### src/rtl/dl_irq_pkg.sv
package dl_irq_pkg;
  localparam int unsigned DL_DATA_W  = 8;
  localparam int unsigned DL_ADDR_W  = 2;
  localparam int unsigned DL_NUM_SRC = 3;

  localparam int unsigned SRC_FCS   = 0;
  localparam int unsigned SRC_ABORT = 1;
  localparam int unsigned SRC_IDLE  = 2;

  typedef enum logic [DL_ADDR_W-1:0] {
    REG_STATUS = 2'd0,
    REG_SRC_EN = 2'd1,
    REG_CTRL   = 2'd2,
    REG_BLK_EN = 2'd3
  } dl_reg_e;
endpackage

### src/rtl/dl_irq_bus_decode.sv
module dl_irq_bus_decode
  import dl_irq_pkg::*;
#(
  parameter int unsigned DATA_W  = DL_DATA_W,
  parameter int unsigned NUM_SRC = DL_NUM_SRC
) (
  input  logic                 bus_sel,
  input  logic                 bus_wr,
  input  logic [DL_ADDR_W-1:0] bus_addr,
  input  logic [DATA_W-1:0]    bus_wdata,
  input  logic [NUM_SRC-1:0]   status_q,
  input  logic                 mos_q,
  input  logic [NUM_SRC-1:0]   src_en_q,
  input  logic                 cor_q,
  input  logic                 blk_en_q,
  output logic                 wr_src_en,
  output logic                 wr_ctrl,
  output logic                 wr_blk_en,
  output logic [NUM_SRC-1:0]   clr_mask,
  output logic [DATA_W-1:0]    rdata
);
  dl_reg_e    reg_sel;
  logic       rd_cyc;
  logic       wr_cyc;
  logic       stat_rd;
  logic       stat_wr;
  logic [DATA_W-1:0] stat_view;
  logic [DATA_W-1:0] en_view;
  logic [DATA_W-1:0] ctrl_view;
  logic [DATA_W-1:0] blk_view;

  assign reg_sel = dl_reg_e'(bus_addr);
  assign rd_cyc  = bus_sel && !bus_wr;
  assign wr_cyc  = bus_sel && bus_wr;
  assign stat_rd = rd_cyc && (reg_sel == REG_STATUS);
  assign stat_wr = wr_cyc && (reg_sel == REG_STATUS);

  assign wr_src_en = wr_cyc && (reg_sel == REG_SRC_EN);
  assign wr_ctrl   = wr_cyc && (reg_sel == REG_CTRL);
  assign wr_blk_en = wr_cyc && (reg_sel == REG_BLK_EN);

  always_comb begin
    if (cor_q) begin
      clr_mask = stat_rd ? status_q : '0;
    end else begin
      clr_mask = stat_wr ? bus_wdata[NUM_SRC-1:0] : '0;
    end
  end

  always_comb begin
    stat_view = '0;
    stat_view[NUM_SRC-1:0] = status_q;
    stat_view[NUM_SRC]     = mos_q;
    en_view   = '0;
    en_view[NUM_SRC-1:0] = src_en_q;
    ctrl_view = '0;
    ctrl_view[0] = cor_q;
    blk_view  = '0;
    blk_view[0]  = blk_en_q;
  end

  always_comb begin
    rdata = '0;
    if (rd_cyc) begin
      unique case (reg_sel)
        REG_STATUS: rdata = stat_view;
        REG_SRC_EN: rdata = en_view;
        REG_CTRL:   rdata = ctrl_view;
        REG_BLK_EN: rdata = blk_view;
        default:    rdata = '0;
      endcase
    end
  end
endmodule

### src/rtl/dl_irq_sticky_bank.sv
module dl_irq_sticky_bank #(
  parameter int unsigned NUM_SRC = 3
) (
  input  logic               clk,
  input  logic               rst_n,
  input  logic [NUM_SRC-1:0] evt,
  input  logic [NUM_SRC-1:0] src_en,
  input  logic [NUM_SRC-1:0] clr,
  output logic [NUM_SRC-1:0] status_q
);
  for (genvar i = 0; i < NUM_SRC; i++) begin : g_bit
    logic set_i;
    assign set_i = evt[i] && src_en[i];
    always_ff @(posedge clk or negedge rst_n) begin
      if (!rst_n) begin
        status_q[i] <= 1'b0;
      end else if (set_i) begin
        status_q[i] <= 1'b1;
      end else if (clr[i]) begin
        status_q[i] <= 1'b0;
      end
    end
  end
endmodule

### src/rtl/dl_irq_reduce.sv
module dl_irq_reduce #(
  parameter int unsigned NUM_SRC = 3
) (
  input  logic               clk,
  input  logic               rst_n,
  input  logic [NUM_SRC-1:0] status_q,
  input  logic [NUM_SRC-1:0] src_en_q,
  input  logic               blk_en_q,
  output logic               irq_q
);
  logic pending;
  assign pending = |(status_q & src_en_q);

  always_ff @(posedge clk or negedge rst_n) begin
    if (!rst_n) begin
      irq_q <= 1'b0;
    end else begin
      irq_q <= blk_en_q && pending;
    end
  end
endmodule

### src/rtl/dl_irq_regs.sv
module dl_irq_regs
  import dl_irq_pkg::*;
(
  input  logic                 clk,
  input  logic                 rst_n,
  input  logic                 bus_sel,
  input  logic                 bus_wr,
  input  logic [DL_ADDR_W-1:0] bus_addr,
  input  logic [DL_DATA_W-1:0] bus_wdata,
  output logic [DL_DATA_W-1:0] bus_rdata,
  input  logic                 evt_fcs_err,
  input  logic                 evt_abort,
  input  logic                 evt_idle,
  input  logic                 frame_done,
  input  logic                 frame_mos,
  output logic                 irq
);
  localparam int unsigned DATA_W  = DL_DATA_W;
  localparam int unsigned NUM_SRC = DL_NUM_SRC;

  logic [NUM_SRC-1:0] evt_vec;
  logic [NUM_SRC-1:0] status_q;
  logic [NUM_SRC-1:0] src_en_q;
  logic [NUM_SRC-1:0] clr_mask;
  logic               cor_q;
  logic               blk_en_q;
  logic               mos_q;
  logic               wr_src_en;
  logic               wr_ctrl;
  logic               wr_blk_en;
  logic               wdata_unused;

  assign wdata_unused = ^bus_wdata[DATA_W-1:NUM_SRC];

  always_comb begin
    evt_vec = '0;
    evt_vec[SRC_FCS]   = evt_fcs_err;
    evt_vec[SRC_ABORT] = evt_abort;
    evt_vec[SRC_IDLE]  = evt_idle;
  end

  always_ff @(posedge clk or negedge rst_n) begin
    if (!rst_n) begin
      src_en_q <= '0;
      cor_q    <= 1'b0;
      blk_en_q <= 1'b0;
      mos_q    <= 1'b0;
    end else begin
      if (wr_src_en) src_en_q <= bus_wdata[NUM_SRC-1:0];
      if (wr_ctrl)   cor_q    <= bus_wdata[0];
      if (wr_blk_en) blk_en_q <= bus_wdata[0];
      if (frame_done) mos_q   <= frame_mos;
    end
  end

  dl_irq_bus_decode #(
    .DATA_W  (DATA_W),
    .NUM_SRC (NUM_SRC)
  ) u_decode (
    .bus_sel   (bus_sel),
    .bus_wr    (bus_wr),
    .bus_addr  (bus_addr),
    .bus_wdata (bus_wdata),
    .status_q  (status_q),
    .mos_q     (mos_q),
    .src_en_q  (src_en_q),
    .cor_q     (cor_q),
    .blk_en_q  (blk_en_q),
    .wr_src_en (wr_src_en),
    .wr_ctrl   (wr_ctrl),
    .wr_blk_en (wr_blk_en),
    .clr_mask  (clr_mask),
    .rdata     (bus_rdata)
  );

  dl_irq_sticky_bank #(
    .NUM_SRC (NUM_SRC)
  ) u_bank (
    .clk      (clk),
    .rst_n    (rst_n),
    .evt      (evt_vec),
    .src_en   (src_en_q),
    .clr      (clr_mask),
    .status_q (status_q)
  );

  dl_irq_reduce #(
    .NUM_SRC (NUM_SRC)
  ) u_reduce (
    .clk      (clk),
    .rst_n    (rst_n),
    .status_q (status_q),
    .src_en_q (src_en_q),
    .blk_en_q (blk_en_q),
    .irq_q    (irq)
  );
endmodule

### config.mk
export PLATFORM = sky130hd
export DESIGN_NAME = dl_irq_regs
export DESIGN_NICKNAME = d
export VERILOG_FILES = /design/src/rtl/dl_irq_pkg.sv /design/src/rtl/dl_irq_bus_decode.sv /design/src/rtl/dl_irq_sticky_bank.sv /design/src/rtl/dl_irq_reduce.sv /design/src/rtl/dl_irq_regs.sv
export SDC_FILE = /design/constraint.sdc
export NUM_CORES = 1
export LEC_CHECK = 0
export ABC_AREA = 1
export BUFFER_PORTS_ARGS = -buffer_cell sky130_fd_sc_hd__buf_4
export CORE_MARGIN = 2
export CORE_UTILIZATION = 30
export CTS_BUF_LIST = sky130_fd_sc_hd__clkbuf_2 sky130_fd_sc_hd__clkbuf_4 sky130_fd_sc_hd__clkbuf_8
export DETAILED_ROUTE_END_ITERATION = 8
export GPL_TIMING_DRIVEN = 0
export PLACE_DENSITY = 0.68
export SLEW_MARGIN = 20
export SYNTH_ARGS = -nofsm -noshare
export SYNTH_HDL_FRONTEND = slang
export SYNTH_HIERARCHICAL = 1
export SYNTH_SLANG_ARGS = --single-unit
export TNS_END_PERCENT = 20
### constraint.sdc
create_clock -name clk -period 0.9 [get_ports clk]
set_clock_uncertainty 0.15 [all_clocks]
set_input_delay 0.045 -clock clk [delete_from_list [all_inputs] [get_ports clk]]
set_output_delay 0.045 -clock clk [all_outputs]
set_load 0.02 [all_outputs]
# [Word-level counts from Yosys, hierarchy flattened]
# Index checks and enable logic that the tools add are counted.
[word_totals] romBits=0 register_bits=10 ram_bits=0 latch_bits=0 inputBits=19 word_cells=40 memories=0
[op_classes] muxes=11 order_cmp=0 shift=0 n_reduce_logical=17 n_bitwise=1 multipliers=0 n_div=0 n_eq_ne=3 add_sub_neg=0
[ops] operator="one-hot mux 8 bit (4 select lines)" n=1
[ops] operator="logical AND 1 bit" n=11
[ops] operator="two-way mux 3 bit" n=3
[ops] operator="two-way mux 8 bit" n=1
[ops] operator="two-way mux 1 bit" n=6
[ops] operator="nonzero test 2 bit" n=3
[ops] operator="== test 2 bit (second input constant)" n=2
[ops] operator="AND 3 bit" n=1
[ops] operator="OR reduction 3 bit" n=1
[ops] operator="== test 2 x 1 -> 1 bit (second input constant)" n=1
[ops] operator="logical NOT 2 bit" n=1
[ops] operator="logical NOT 1 bit" n=1

# [Logic depth before layout (Yosys ltp)]
# Gate-level depths: netlist (run 1).
[depth] depth_word=7 mapped_depth=8

# [Hierarchy]
# The synthesis (run 1) kept the hierarchy.
[by_module_without_submodules] module="dl_irq_regs" area_per_inst_um2=232.7 instances=1 cells_each=28
[by_module_without_submodules] module="dl_irq_bus_decode" area_per_inst_um2=221.5 instances=1 cells_each=44
[by_module_without_submodules] module="dl_irq_sticky_bank" area_per_inst_um2=120.1 instances=1 cells_each=15
[by_module_without_submodules] module="dl_irq_reduce" area_per_inst_um2=48.8 instances=1 cells_each=7

# [Least setup slack after synthesis (run 1)]
# OpenSTA, ideal clock, no wires.
[synth_timing] path_kind="reg2reg" from="register cor_q" to="register u_bank.status_q[1]" path_slack_ps=-94 path_stages_with_launch=7 period_less_slack_ps=994 path_buffers=0 arrival_time_ps=728 cell_sequence="dfrtp_1 inv_1 nand3_1 nand2_1 inv_1 nand2_1 nand2_1"
[synth_via] elab_chain_cells=2
[synth_lines] element="from (decl)" line="dl_irq_regs.sv:25" source="logic cor_q;"
[synth_lines] element="from (signal assigned)" line="dl_irq_regs.sv:50" source="if (wr_ctrl) cor_q <= bus_wdata[0];"
[synth_lines] element="two-way mux 3 bit" line="dl_irq_bus_decode.sv:43" source="if (cor_q) begin"
[synth_lines] element="via clr_mask[1]" line="dl_irq_regs.sv:24" source="logic [NUM_SRC-1:0] clr_mask;"
[synth_lines] element="nonzero test 2 bit (no line)"
[synth_lines] element="to (signal, indexed assignment)" line="dl_irq_sticky_bank.sv:16" source="status_q[i] <= 1'b0;"
[synth_lines] element="to (signal, indexed assignment)" line="dl_irq_sticky_bank.sv:18" source="status_q[i] <= 1'b1;"
[synth_lines] element="to (signal, indexed assignment)" line="dl_irq_sticky_bank.sv:20" source="status_q[i] <= 1'b0;"
[synth_lines] element="to (decl)" line="dl_irq_sticky_bank.sv:9" source="output logic [NUM_SRC-1:0] status_q"
# The timed path passes the listed nets, and every way through them passes these cells.
# A chain may end at the register's enable or synchronous reset.

# [Worst setup path after layout (run 1)]
[layout_timing] from="register cor_q" to="output bus_rdata[0]"
[layout_via] elab_chain_cells=2
[layout_lines] element="one-hot mux 8 bit (4 select lines)" line="dl_irq_bus_decode.sv:65" source="unique case (reg_sel)"
[layout_lines] element="two-way mux 8 bit" line="dl_irq_bus_decode.sv:64" source="if (rd_cyc) begin"
[layout_lines] element="to (decl)" line="dl_irq_regs.sv:10" source="output logic [DL_DATA_W-1:0] bus_rdata,"
# No other way between the ends. The select of a mux whose other input is x is not followed.

==> impl_metrics.json, run 1 <==
{
  "io_pins": 28,
  "cts_buffer_depth": 2,
  "cp-start-kind": "flop",
  "power_switching_share_pct": 32.26,
  "synthTopCellsByArea": "dfrtp_1 40%, nand2_1 27%, nand3_1 8.8%, inv_1 5.4%, nor2_4 5.4%",
  "final_nets": 154,
  "routed-via-count": 690,
  "antenna_cells": 0,
  "hold_slack_ns": -0.004700,
  "numPortBuffers": 18,
  "yosysWarnings": 6,
  "clkTransAtPathRegs_ns": 0.06,
  "power.density_mw_per_mm2": 1416,
  "cp.required_ns": 0.70,
  "netlist_instances": 94,
  "fin_ws_ns": -0.3418,
  "mostFrequentLayoutCells": "44 x nand2_1, 25 x buf_4, 9 x dfrtp_1, 9 x dlygate4sd3_1, 8 x inv_1",
  "crit_fanout": 2,
  "final_core_util_pct": 50.83,
  "synth-seq-cells": 10,
  "track_usage_pct": 13.44,
  "drive_above_1_share_pct": 33.83,
  "cts_tree": "done",
  "tightest_slew_ns": 0.4938,
  "rows": 16,
  "vias_per_cell": 4.313,
  "max_freq_ghz": 0.8053,
  "grt_pass1_wl_mm": 2.580,
  "worstPathArrival_ns": 1.05,
  "core_area_mm2": 0.001962,
  "first_pass_iters": 4,
  "max_cap_viol_count": 0,
  "synth_top_area_share_pct": 40.16,
  "dp_hpwl_mm": 1.098,
  "chipWidth_um": 49.58,
  "dieArea_mm2": 0.002458,
  "synth.distinct_cells": 11,
  "critPathKind": "reg2out",
  "grt_max_degree": 11,
  "placed_area_um2": 807.0,
  "wl_mm": 1.577,
  "ir_drop_mv": 0.9078,
  "finalCriticalPeriod_ns": 1.242,
  "synth_top_area_cell": "dfrtp_1",
  "clkPwrFrac_pct": 20.0,
  "clkSinkCount": 10,
  "grt-ovfl-total": 0,
  "worst_hold_path_type": "in2reg",
  "final_area_um2": 997.2,
  "setup_viol_count_final": 13,
  "wl_per_cell_um": 9.856,
  "syn_area_um2": 623.1,
  "avgSynthCellArea_um2": 6.629,
  "htreeDepth": 1,
  "cts_buffers": 3,
  "internal_power_mw": 0.9568,
  "gp_congestion": 0.7747,
  "hold_viol": 1,
  "violations": "hold timing, setup timing",
  "crit_path_end_kind": "primary output",
  "pwr-share-comb_pct": 36.0,
  "postRouteAntennaNets": 0,
  "p_sw_mw": 0.4556,
  "drtIter0Drc": 14,
  "grt_setup_unrepaired": "true",
  "antenna_found_initial": 0,
  "floorplan.initialDensity_pct": 31.76,
  "drc": 0,
  "slew_headroom_pct": 66.83,
  "run_status": "finished with violations",
  "cts_root_buffer": "clkbuf_4",
  "slew_violations": 0,
  "clk_latency_ns": 0.25,
  "syn_to_final_growth_pct": 60.04,
  "synth-seq-area-share_pct": 40.16,
  "period_share_pct": 138.0,
  "power_frac_seq_pct": 44.0,
  "die_h_um": 49.58,
  "final_common_cell": "nand2_1",
  "grt_pass1_vias": 658,
  "power.leakage_nw": 0.5271
}
-- worst paths after layout --
path                             start                  to  slack, ns  cells past startpoint
hold reg to reg                  mos_q               mos_q       0.32                      2
max in group asynchronous        rst_n               cor_q       0.44                      2
hold / removal             bus_addr[0]               cor_q     -0.005                      4
min in group asynchronous        rst_n      u_reduce/irq_q       0.01                      2
setup / recovery                 cor_q        bus_rdata[0]      -0.34                      5
setup reg to reg                 cor_q  u_bank/status_q[1]      -0.27                      7
-- critical path, cell delays in order (launching register included) --
cell,delay (ns)
dfrtp_2,0.42
nand3_2,0.07
nand3_2,0.06
nand2_1,0.06
nand2_1,0.06
buf_6,0.13
-- Yosys cell counts --
library cell	n
nand2_1	44
nand3_1	11
dfrtp_1	10
inv_1	9
buf_4	4
inv_2	4
nor2_1	3
nor2_4	3
nor3_1	3
a21oi_1	2
conb_1	1
-- layout make-up --
class / instances / area (µm²)
Buffer: 4 / 30.03
Clock buffer: 3 / 22.52
Fill cell: 210 / 964.7
Inverter: 13 / 48.80
Multi-Input combinational cell: 70 / 329.1
Sequential cell: 10 / 251.5
Tap cell: 27 / 33.78
Timing Repair Buffer: 33 / 281.5
-- routing by layer --
| layer | track usage [%] | wire length, µm |
|---|---|---|
| met5 | 0 | 0 |
| met4 | 5.556 | 8 |
| met3 | 1.515 | 82 |
| met2 | 24.00 | 818 |
| met1 | 16.19 | 669 |
-- state kept, by name, indices dropped and copies added, names as in the netlist --
| register | count |
|---|---|
| blk_en_q | 1 |
| u_bank/status_q | 3 |
| src_en_q | 3 |
| mos_q | 1 |
| u_reduce/irq_q | 1 |
| cor_q | 1 |
-- what timing repair did --
| item | in CTS | in global routing |
|---|---|---|
| setup buffers | 4 | 2 |
| hold buffers | 9 | 0 |
| pin swaps | 6 | 2 |
| setup endpoints to repair | 10 | 13 |
| gates resized for setup | 5 | 3 |
| hold endpoints to repair | 19 | 0 |
-- through the flow --
stage               total power [mW]  setup slack, ns  TNS [ns]  instances
finish                         1.412          -0.3418    -2.103        160
global route                   1.524          -0.3760    -3.170        160
CTS                            1.377          -0.3471    -2.152        158
detailed placement            0.9859          -0.2772    -1.730        142
global placement              0.9718          -0.2610    -1.610        142
floorplan                     0.8349         -0.07584   -0.3599         97
-- power groups by stage --
stage	sequential, mW	combinational [mW]	clock, mW
floorplan	0.633	0.202	0
global placement	0.641	0.330	0
detailed placement	0.646	0.340	0
CTS	0.621	0.458	0.297
global route	0.634	0.563	0.327
finish	0.621	0.509	0.283
-- kinds of logic (layout without fill, tap and decap cells) --
group / count (synthesis) / in the layout / share of synthesized area [%]
AO/OA/AOI/OAI: 2 / 2 / 1.606
buffers and inverters: 17 / 53 / 12.65
flip-flops: 10 / 10 / 40.16
other: 1 / 4 / 0.6018
AND/OR/NAND/NOR: 64 / 64 / 44.98
(Power assumes the default switching activity.)
==> run 2: changes to the inputs <==
Settings changed: ABC_AREA 1 to 0, CORE_MARGIN 2 to 1.
==> run 2 against run 1 <==
Net effect: the flow still finishes with violations (hold timing, setup timing); count of clock-buffer cells in the layout increased by 1; core utilization decreased by 0.31 points; sequential share of layout area increased by 2.1 points; non-clock buffer count decreased by 6; area after synthesis decreased by 2.0%; total power increased by 10%; sequential power about the same; critical path depth decreased by 2; via count decreased by 22%; worst setup slack got worse by 0.39 ns; cell count decreased by 28%; die area decreased by 9.7%; largest cell class unchanged.
==> impl_metrics.json, run 2 <==
{
  "netlist_instances": 58,
  "final_nets": 110,
  "fin_ws_ns": -0.7325,
  "floorplan.initialDensity_pct": 33.54,
  "grt_pass1_vias": 509,
  "chipWidth_um": 47.12,
  "drc": 0,
  "antenna_cells": 0,
  "synthTopCellsByArea": "dfrtp_1 41%, mux2_2 11%, nand3b_1 7.4%, buf_4 4.9%, o21ai_2 4.3%",
  "run_status": "finished with violations",
  "syn_area_um2": 610.6,
  "crit_path_end_kind": "primary output",
  "grt_setup_unrepaired": "true",
  "grt_pass1_wl_mm": 2.111,
  "cp_num_buf_inv": 1,
  "drtIter0Drc": 7,
  "cts_tree": "done",
  "ir_drop_mv": 1.051,
  "async_reset_ff_share_pct": 100.0,
  "slew_violations": 0,
  "hold_slack_ns": -0.1305,
  "power.leakage_nw": 0.4324,
  "dieArea_mm2": 0.002220,
  "pwr-share-comb_pct": 34.6,
  "grt-ovfl-total": 0,
  "final_core_util_pct": 50.52,
  "drive_above_1_share_pct": 53.33,
  "violations": "hold timing, setup timing",
  "power_switching_share_pct": 28.99,
  "rows": 15,
  "die_h_um": 47.12,
  "clkPwrFrac_pct": 25.7,
  "io_pins": 28,
  "first_pass_iters": 4,
  "path_delay_family": "multiplexers",
  "dp_slack_ns": -0.5202,
  "synth-seq-cells": 10,
  "vias_per_cell": 4.678,
  "synth.distinct_cells": 21,
  "p_sw_mw": 0.4520,
  "synth-seq-area-share_pct": 40.98,
  "dp_cells": 102,
  "wl_per_cell_um": 11.88,
  "final_cells": 115,
  "clkTransAtPathRegs_ns": 0.07,
  "ys_top_cells_by_count": "10 x dfrtp_1, 6 x mux2_2, 6 x nand3b_1",
  "period_share_pct": 181.4,
  "slowest_stage": "mux4_2",
  "max_freq_ghz": 0.6126,
  "cts_hold_buf": 4,
  "final_common_cell": "buf_4",
  "hold_viol": 16,
  "top_regs": "src_en_q x3, u_bank/status_q x3",
  "syn_to_final_growth_pct": 50.61,
  "synth_ff_type": "dfrtp_1",
  "grt_max_degree": 11,
  "wl_mm": 1.366,
  "finalCriticalPeriod_ns": 1.633,
  "routed-via-count": 538,
  "regArea_um2": 251.5,
  "gp_congestion": 0.7470,
  "multi_input_area_um2": 320.3,
  "setup_viol_count_final": 14,
  "power.density_mw_per_mm2": 1695,
  "core_area_mm2": 0.001821,
  "track_usage_pct": 13.86,
  "power_frac_seq_pct": 39.6,
  "synth_edf_count": 0,
  "cp-start-kind": "flop",
  "critPathKind": "reg2out",
  "crit_path_cell_trace": "mux4_2 -> and3b_1 -> buf_6",
  "mostFrequentLayoutCells": "21 x buf_4, 9 x dfrtp_1, 6 x mux2_2, 6 x buf_6, 6 x nand3b_1",
  "nFillCells": 181,
  "internal_power_mw": 1.107,
  "cp.required_ns": 0.70,
  "cts_buffer_depth": 2,
  "max_cap_viol_count": 0,
  "synth_most_common_cell": "dfrtp_1",
  "crit_fanout": 2,
  "avgSynthCellArea_um2": 10.53,
  "cts_buffers": 3,
  "worstPathArrival_ns": 1.44,
  "numPortBuffers": 16,
  "synth_top_area_share_pct": 40.98,
  "yosysWarnings": 6,
  "cts_root_buffer": "clkbuf_4",
  "clk_latency_ns": 0.27,
  "htreeDepth": 1,
  "antenna_found_initial": 0,
  "postRouteAntennaNets": 0,
  "max_stage_delay_ns": 0.45,
  "synth_top_area_cell": "dfrtp_1",
  "worst_hold_path_type": "in2reg",
  "clkSinkCount": 10
}
[run 2: through the flow]
stage	total power [mW]	area (µm²)	TNS (ns)	hold slack, ns
final	1.559	919.6	-3.369	-0.1305
after detailed placement	1.032	778.2	-3.246	-0.2657
after CTS	1.566	915.9	-3.391	-0.1348
after floorplan	0.8898	626.9	-2.143	-0.4006
after global routing	1.649	919.6	-3.897	-0.1337
after global placement	1.019	778.2	-3.140	-0.2664
[run 2: repair_timing]
action	4_1_cts	5_1_grt
endpoints found under the setup margin	14	14
hold endpoints to repair	19	16
pin swaps	4	0
gates resized for setup	7	1
setup buffers	5	0
[run 2: cell families after synthesis]
| kind of cell | after synthesis | share of synthesized area, % |
|---|---|---|
| compound gates | 7 | 8.402 |
| buf+inv | 10 | 11.06 |
| flops | 10 | 40.98 |
| mux | 9 | 18.03 |
| other cells | 1 | 0.6142 |
| simple gates | 21 | 20.90 |
[run 2: power groups by stage]
stage | clock network, mW | registers (mW) | logic, mW
after floorplan | 0 | 0.635 | 0.255
after global placement | 0 | 0.641 | 0.378
after detailed placement | 0 | 0.646 | 0.385
after CTS | 0.417 | 0.614 | 0.534
after global routing | 0.437 | 0.629 | 0.583
final | 0.401 | 0.618 | 0.540
[run 2: final timing paths]
path                        startpoint            endpoint  slack, ns  depth (start not counted)
max                              cor_q        bus_rdata[0]      -0.73                          3
min                          frame_mos               mos_q      -0.13                          2
max reg2reg                src_en_q[0]      u_reduce/irq_q      -0.31                          3
min reg2reg                      mos_q               mos_q       0.35                          1
max in group asynchronous        rst_n               cor_q       0.46                          2
min in group asynchronous        rst_n  u_bank/status_q[0]      -0.01                          2
[run 2: layout make-up]
| class | instances | area share, % |
|---|---|---|
| timing repair buffer | 25 | 23.13 |
| buffer | 6 | 5.714 |
| multi-input combinational | 41 | 34.83 |
| inverter | 4 | 1.633 |
| sequential | 10 | 27.35 |
| clock buffer | 4 | 3.946 |
| tap | 25 | 3.401 |
[run 2: routing by layer]
metal	part of all wire [%]	wire, µm	GRT usage (%)	vias to the layer above
li1	-	-	-	258
met1	45	612	16.90	253
met2	48	660	23.61	27
met3	6.8	93	6.923	0
met4	0	0	0	0
met5	0	0	0	-
